==> config.mk <==
export PLATFORM = sky130hd
export DESIGN_NAME = wbreg_bridge
export DESIGN_NICKNAME = d
export VERILOG_FILES = /design/src/rtl/wbreg_pkg.sv /design/src/rtl/wbreg_capture.sv /design/src/rtl/wbreg_judge.sv /design/src/rtl/wbreg_respond.sv /design/src/rtl/wbreg_bridge.sv
export SDC_FILE = /design/constraint.sdc
export NUM_CORES = 1
export LEC_CHECK = 0
export ABC_AREA = 1
export BUFFER_PORTS_ARGS = -buffer_cell sky130_fd_sc_hd__buf_2
export CAP_MARGIN = 20
export CORE_ASPECT_RATIO = 1.75
export CORE_MARGIN = 3
export CORE_UTILIZATION = 44
export DETAILED_ROUTE_END_ITERATION = 8
export PLACE_DENSITY = 0.8
export SLEW_MARGIN = 20
export SYNTH_ARGS = -nofsm -noshare
export SYNTH_HDL_FRONTEND = slang
export SYNTH_SLANG_ARGS = --single-unit
==> constraint.sdc <==
create_clock -name clk -period 1.35 [get_ports clk]
set_input_delay 0.2025 -clock clk [delete_from_list [all_inputs] [get_ports clk]]
set_output_delay 0.2025 -clock clk [all_outputs]
set_load 0.03 [all_outputs]
==> src/rtl/wbreg_pkg.sv <==
package wbreg_pkg;

    typedef enum logic [1:0] {
        ST_IDLE = 2'd0,
        ST_WAIT = 2'd1,
        ST_RESP = 2'd2
    } brg_state_e;

    typedef struct packed {
        logic is_err;
        logic pass_data;
    } verdict_t;

    localparam int unsigned LANE_W = 8;

    function automatic verdict_t judge_access(
        input logic chk_addr,
        input logic chk_dir,
        input logic is_write,
        input logic unmapped,
        input logic dir_fault
    );
        verdict_t v;
        v.is_err    = (chk_addr & unmapped) | (chk_dir & dir_fault);
        v.pass_data = ~v.is_err & ~is_write & ~unmapped & ~dir_fault;
        return v;
    endfunction

endpackage

==> src/rtl/wbreg_capture.sv <==
module wbreg_capture
    import wbreg_pkg::*;
#(
    parameter int unsigned ADDR_W = 8,
    parameter int unsigned DATA_W = 32,
    parameter int unsigned SEL_W  = DATA_W / LANE_W
) (
    input  logic              clk,
    input  logic              rst,
    input  logic              stb_i,
    input  logic              we_i,
    input  logic [ADDR_W-1:0] adr_i,
    input  logic [DATA_W-1:0] wdat_i,
    input  logic [SEL_W-1:0]  sel_i,
    input  logic              done_i,
    output brg_state_e        state_o,
    output logic              req_o,
    output logic              we_q,
    output logic [ADDR_W-1:0] adr_q,
    output logic [DATA_W-1:0] wdat_q,
    output logic [SEL_W-1:0]  sel_q
);

    brg_state_e state_q;
    brg_state_e state_d;
    logic       take;

    assign take = (state_q == ST_IDLE) && stb_i;

    always_comb begin
        state_d = state_q;
        unique case (state_q)
            ST_IDLE: if (stb_i)  state_d = ST_WAIT;
            ST_WAIT: if (done_i) state_d = ST_RESP;
            ST_RESP:             state_d = ST_IDLE;
            default:             state_d = ST_IDLE;
        endcase
    end

    always_ff @(posedge clk) begin
        if (rst) begin
            state_q <= ST_IDLE;
            req_o   <= 1'b0;
            we_q    <= 1'b0;
            adr_q   <= '0;
            wdat_q  <= '0;
            sel_q   <= '0;
        end else begin
            state_q <= state_d;
            req_o   <= take;
            if (take) begin
                we_q   <= we_i;
                adr_q  <= adr_i;
                wdat_q <= wdat_i;
                sel_q  <= sel_i;
            end
        end
    end

    assign state_o = state_q;

endmodule

==> src/rtl/wbreg_judge.sv <==
module wbreg_judge
    import wbreg_pkg::*;
#(
    parameter bit CHK_ADDR = 1'b1,
    parameter bit CHK_DIR  = 1'b1
) (
    input  logic     is_write_i,
    input  logic     unmapped_i,
    input  logic     dir_fault_i,
    output verdict_t verdict_o
);

    assign verdict_o = judge_access(CHK_ADDR, CHK_DIR, is_write_i,
                                    unmapped_i, dir_fault_i);

endmodule

==> src/rtl/wbreg_respond.sv <==
module wbreg_respond
    import wbreg_pkg::*;
#(
    parameter int unsigned DATA_W = 32
) (
    input  logic              clk,
    input  logic              rst,
    input  logic              fire_i,
    input  verdict_t          verdict_i,
    input  logic [DATA_W-1:0] rdata_i,
    output logic              ack_o,
    output logic              err_o,
    output logic [DATA_W-1:0] rdat_o
);

    always_ff @(posedge clk) begin
        if (rst) begin
            ack_o  <= 1'b0;
            err_o  <= 1'b0;
            rdat_o <= '0;
        end else if (fire_i) begin
            ack_o  <= ~verdict_i.is_err;
            err_o  <= verdict_i.is_err;
            rdat_o <= verdict_i.pass_data ? rdata_i : '0;
        end else begin
            ack_o  <= 1'b0;
            err_o  <= 1'b0;
            rdat_o <= '0;
        end
    end

endmodule

==> src/rtl/wbreg_bridge.sv <==
module wbreg_bridge
    import wbreg_pkg::*;
#(
    parameter int unsigned ADDR_W   = 8,
    parameter int unsigned DATA_W   = 32,
    parameter bit          CHK_ADDR = 1'b1,
    parameter bit          CHK_DIR  = 1'b1
) (
    input  logic                       clk,
    input  logic                       rst,
    input  logic                       wb_cyc_i,
    input  logic                       wb_stb_i,
    input  logic                       wb_we_i,
    input  logic [ADDR_W-1:0]          wb_adr_i,
    input  logic [DATA_W-1:0]          wb_wdat_i,
    input  logic [DATA_W/LANE_W-1:0]   wb_sel_i,
    output logic                       wb_stall_o,
    output logic                       wb_ack_o,
    output logic                       wb_err_o,
    output logic [DATA_W-1:0]          wb_rdat_o,
    output logic                       rf_req_o,
    output logic                       rf_write_o,
    output logic [ADDR_W-1:0]          rf_addr_o,
    output logic [DATA_W-1:0]          rf_wdata_o,
    output logic [DATA_W-1:0]          rf_wmask_o,
    input  logic [DATA_W-1:0]          rf_rdata_i,
    input  logic                       rf_done_i,
    input  logic                       rf_unmapped_i,
    input  logic                       rf_dir_fault_i
);

    localparam int unsigned SEL_W = DATA_W / LANE_W;

    brg_state_e        state;
    logic              we_q;
    logic [DATA_W-1:0] wdat_q;
    logic [SEL_W-1:0]  sel_q;
    logic              fire;
    verdict_t          verdict;
    logic              unused_cyc;

    // The cycle flag carries no information for single transfers.
    assign unused_cyc = wb_cyc_i;

    wbreg_capture #(
        .ADDR_W (ADDR_W),
        .DATA_W (DATA_W),
        .SEL_W  (SEL_W)
    ) u_capture (
        .clk     (clk),
        .rst     (rst),
        .stb_i   (wb_stb_i),
        .we_i    (wb_we_i),
        .adr_i   (wb_adr_i),
        .wdat_i  (wb_wdat_i),
        .sel_i   (wb_sel_i),
        .done_i  (rf_done_i),
        .state_o (state),
        .req_o   (rf_req_o),
        .we_q    (we_q),
        .adr_q   (rf_addr_o),
        .wdat_q  (wdat_q),
        .sel_q   (sel_q)
    );

    // Byte selects fan out to a per-bit mask; unselected lanes carry zero.
    for (genvar g = 0; g < SEL_W; g++) begin : g_lane
        assign rf_wmask_o[g*LANE_W +: LANE_W] = {LANE_W{sel_q[g]}};
        assign rf_wdata_o[g*LANE_W +: LANE_W] =
            wdat_q[g*LANE_W +: LANE_W] & {LANE_W{sel_q[g]}};
    end

    assign rf_write_o = we_q;
    assign wb_stall_o = (state != ST_IDLE);
    assign fire       = (state == ST_WAIT) && rf_done_i;

    wbreg_judge #(
        .CHK_ADDR (CHK_ADDR),
        .CHK_DIR  (CHK_DIR)
    ) u_judge (
        .is_write_i  (we_q),
        .unmapped_i  (rf_unmapped_i),
        .dir_fault_i (rf_dir_fault_i),
        .verdict_o   (verdict)
    );

    wbreg_respond #(
        .DATA_W (DATA_W)
    ) u_respond (
        .clk       (clk),
        .rst       (rst),
        .fire_i    (fire),
        .verdict_i (verdict),
        .rdata_i   (rf_rdata_i),
        .ack_o     (wb_ack_o),
        .err_o     (wb_err_o),
        .rdat_o    (wb_rdat_o)
    );

endmodule

==> key figures <==
Drt
  – DRT iter0 DRCs: 140
  – DR vias/cell: 4.55
  – DR WL/cell: 11.6 um
  – WL final: 8.30 mm
  – Routed Antenna Nets: 0
  – Routed vias: 3248
  – DRC: 0
  – Pre-Repair DR Iteration Count: 5

Global route
  – Vias in the first global route: 2959
  – Maximum number of pins on one net before global-route repair: 46
  – GRT Util Overall: 18.8%
  – Antenna violations before repair: 0
  – Overflow after GRT: 0
  – First-pass GRT wire length: 13.1 mm

Placed design
  – Dpl hpwl: 6.10 mm
  – Placed insts: 695
  – Input/output buffers: 191
  – GP Congestion: 0.811

Setup path
  – CP startpoint kind: register
  – Crit path from: u_capture.sel_q[0]
  – Worst r2r src: u_capture.state_o[1]
  – Critical Path Fanout Max: 10
  – Critical Path RT: 1.15 ns
  – CP Capture Type: primary output
  – Kind of critical path: reg -> out
  – Critical path data arrival time: 1.07 ns

Floorplanning
  – Row cnt: 41
  – Total die area: 8880 um2
  – Core area: 7390 um2
  – I/O pins: 193
  – Initial core utilization: 46.2%
  – Die Y: 122 um
  – Die Width: 72.5 um

Yosys
  – Synth top area cells: dfxtp_1, nor2_1, nand3b_1
  – Yosys warns: 0
  – Synth Register Bits: 82
  – Cells after synthesis: 464
  – Cell taking the most area after synthesis: dfxtp_1
  – Post-synthesis instance area: 3410 um2
  – Top-area cell type share of the netlist area: 48.1%
  – Mapped Avg Cell Area: 7.35 um2
  – Syn_nets: 548
  – Unique masters post-synth: 17
  – Register area share after synthesis: 48.1%

Run status
  – Outcome: finished clean

STA
  – Final Slew Violations: 0
  – Hold_ws: 0.0590 ns
  – Period utilization: 94.6%
  – Final setup vio count: 0
  – Peak Freq: 783 MHz
  – Post-Route Skew: 0.00455 ns
  – Unrepaired setup endpoints after global routing: false
  – Worst-margin pin slew: 0.311 ns
  – Final hold violation count: 0
  – Min cycle time layout: 1.28 ns
  – Final setup TNS: 0 ns
  – Slew headroom: 79.2%

Finish
  – Most frequent cells in the layout: buf_2, nor2_1, nand2_1
  – Commonest non-fill, non-tap cell in the layout: buf_2
  – Share of layout cells above drive strength 1: 36.0%
  – Layout area overhead: 34.9%
  – Total Nets Final: 707
  – Fin cells: 714
  – Diode count: 0

Job
  – Number of max-cap violations: 0

Worst hold path
  – Worst Hold Class: in -> reg
  – Hold Startpoint: rst

Clock network
  – Longest Clk Path Bufs: 2
  – Worst-Skew Late Latency: 0.33 ns
  – TritonCTS Sinks: 82
  – H-tree depth: 3
  – CTS tree: yes
  – Number of buffers created by CTS: 9
  – Clock root buffer: clkbuf_16
  – CTS clk-pin slew, worst paths: 0.06 ns

Power and ir drop
  – Clock power frac: 42.7%
  – Lkg Pwr: 2.84 nW
  – Flop pwr share: 41.1%
  – Combinational power share: 16.3%
  – Worst vdd ir: 1.34 mV
  – Switch share: 26.5%
  – P per Cell Area: 1400 nW/um2
  – Psw: 1.71 mW
  – P_int: 4.73 mW
  – Overall power: 6.44 mW
==> kinds of logic after synthesis <==
kind of cell	count (synthesis)	share of synthesized area, %
compound gates	1	0.147
buf+inv	123	17.9
flops	82	48.1
simple gates	258	33.8
==> synth_stat cells <==
library cell,instances
nor3_1,1
nor2_1,126
nor2_4,1
clkinv_2,1
nand2_1,81
clkbuf_1,8
inv_1,69
nor2_2,1
nand3_1,2
nand3b_1,45
a21oi_1,1
buf_2,9
dfxtp_1,82
buf_4,28
buf_6,4
nand2_2,1
buf_1,4
==> worst paths after layout <==
kind                                             end  slack, ns  cells after the start
worst max-delay path                   rf_wdata_o[7]       0.07                      3
worst min-delay path            u_capture.state_o[0]       0.06                      2
worst max register to register  u_respond.rdat_o[25]       0.22                      6
worst min register to register   u_capture.wdat_q[1]       0.48                      2
==> worst max-delay path, stage by stage (launching register included) <==
cell and delay [ns]:
dfxtp_4 0.42, nand2_1 0.07, inv_1 0.07, buf_2 0.19
==> sequential cells by signal (all words and copies together) (netlist names) <==
register and count:
u_capture.adr_q 8, u_capture.req_o 1, u_capture.sel_q 4, u_capture.state_o 2, u_capture.wdat_q 32, u_capture.we_q 1
u_respond.ack_o 1, u_respond.err_o 1, u_respond.rdat_o 32
==> power by group through the flow <==
stage          clock network (mW)  logic [mW]  registers [mW]
2_1_floorplan                   0       0.734            2.76
3_3_place_gp                    0        1.01            2.70
3_5_place_dp                    0        1.03            2.71
4_1_cts                      2.80        1.04            2.65
5_1_grt                      2.91        1.15            2.67
6_report                     2.75        1.05            2.65
==> routing by layer <==
layer | share of wire [%] | wire, um | track usage (%) | up-vias
li1 | - | - | - | 1642
met3 | 9.7 | 803 | 6.64 | 24
met5 | 0 | 0 | 0 | -
met1 | 36 | 3030 | 19.7 | 1422
met2 | 51 | 4200 | 32.0 | 160
met4 | 3.3 | 272 | 10.7 | 0
==> cell type report <==
cell class | instances | area (um2)
well taps | 86 | 108
clock inverters | 7 | 116
repair buffers | 201 | 1070
clock buffers | 9 | 225
inverters | 70 | 264
flip-flops and latches | 82 | 1660
multi-input cells | 259 | 1160
fillers | 657 | 2790
==> timing repair <==
item | in CTS | in global routing
resized for setup | 3 | 4
hold buffers | 0 | 0
endpoints found under the setup margin | 16 | 13
buffers inserted | 0 | 3
endpoints found under the hold margin | 0 | 0
==> per-stage QoR <==
step | cell area, um2 | utilization [%] | worst slack (ns)
after floorplan | 3410 | - | 0.132
after global placement | 4210 | 57.0 | 0.245
after detailed placement | 4210 | 57.0 | 0.203
after CTS | 4560 | 61.7 | 0.00749
after global routing | 4600 | 62.3 | 0.0000212
final | 4600 | 62.3 | 0.0727
Note: power is estimated with default switching activity, not from simulation.
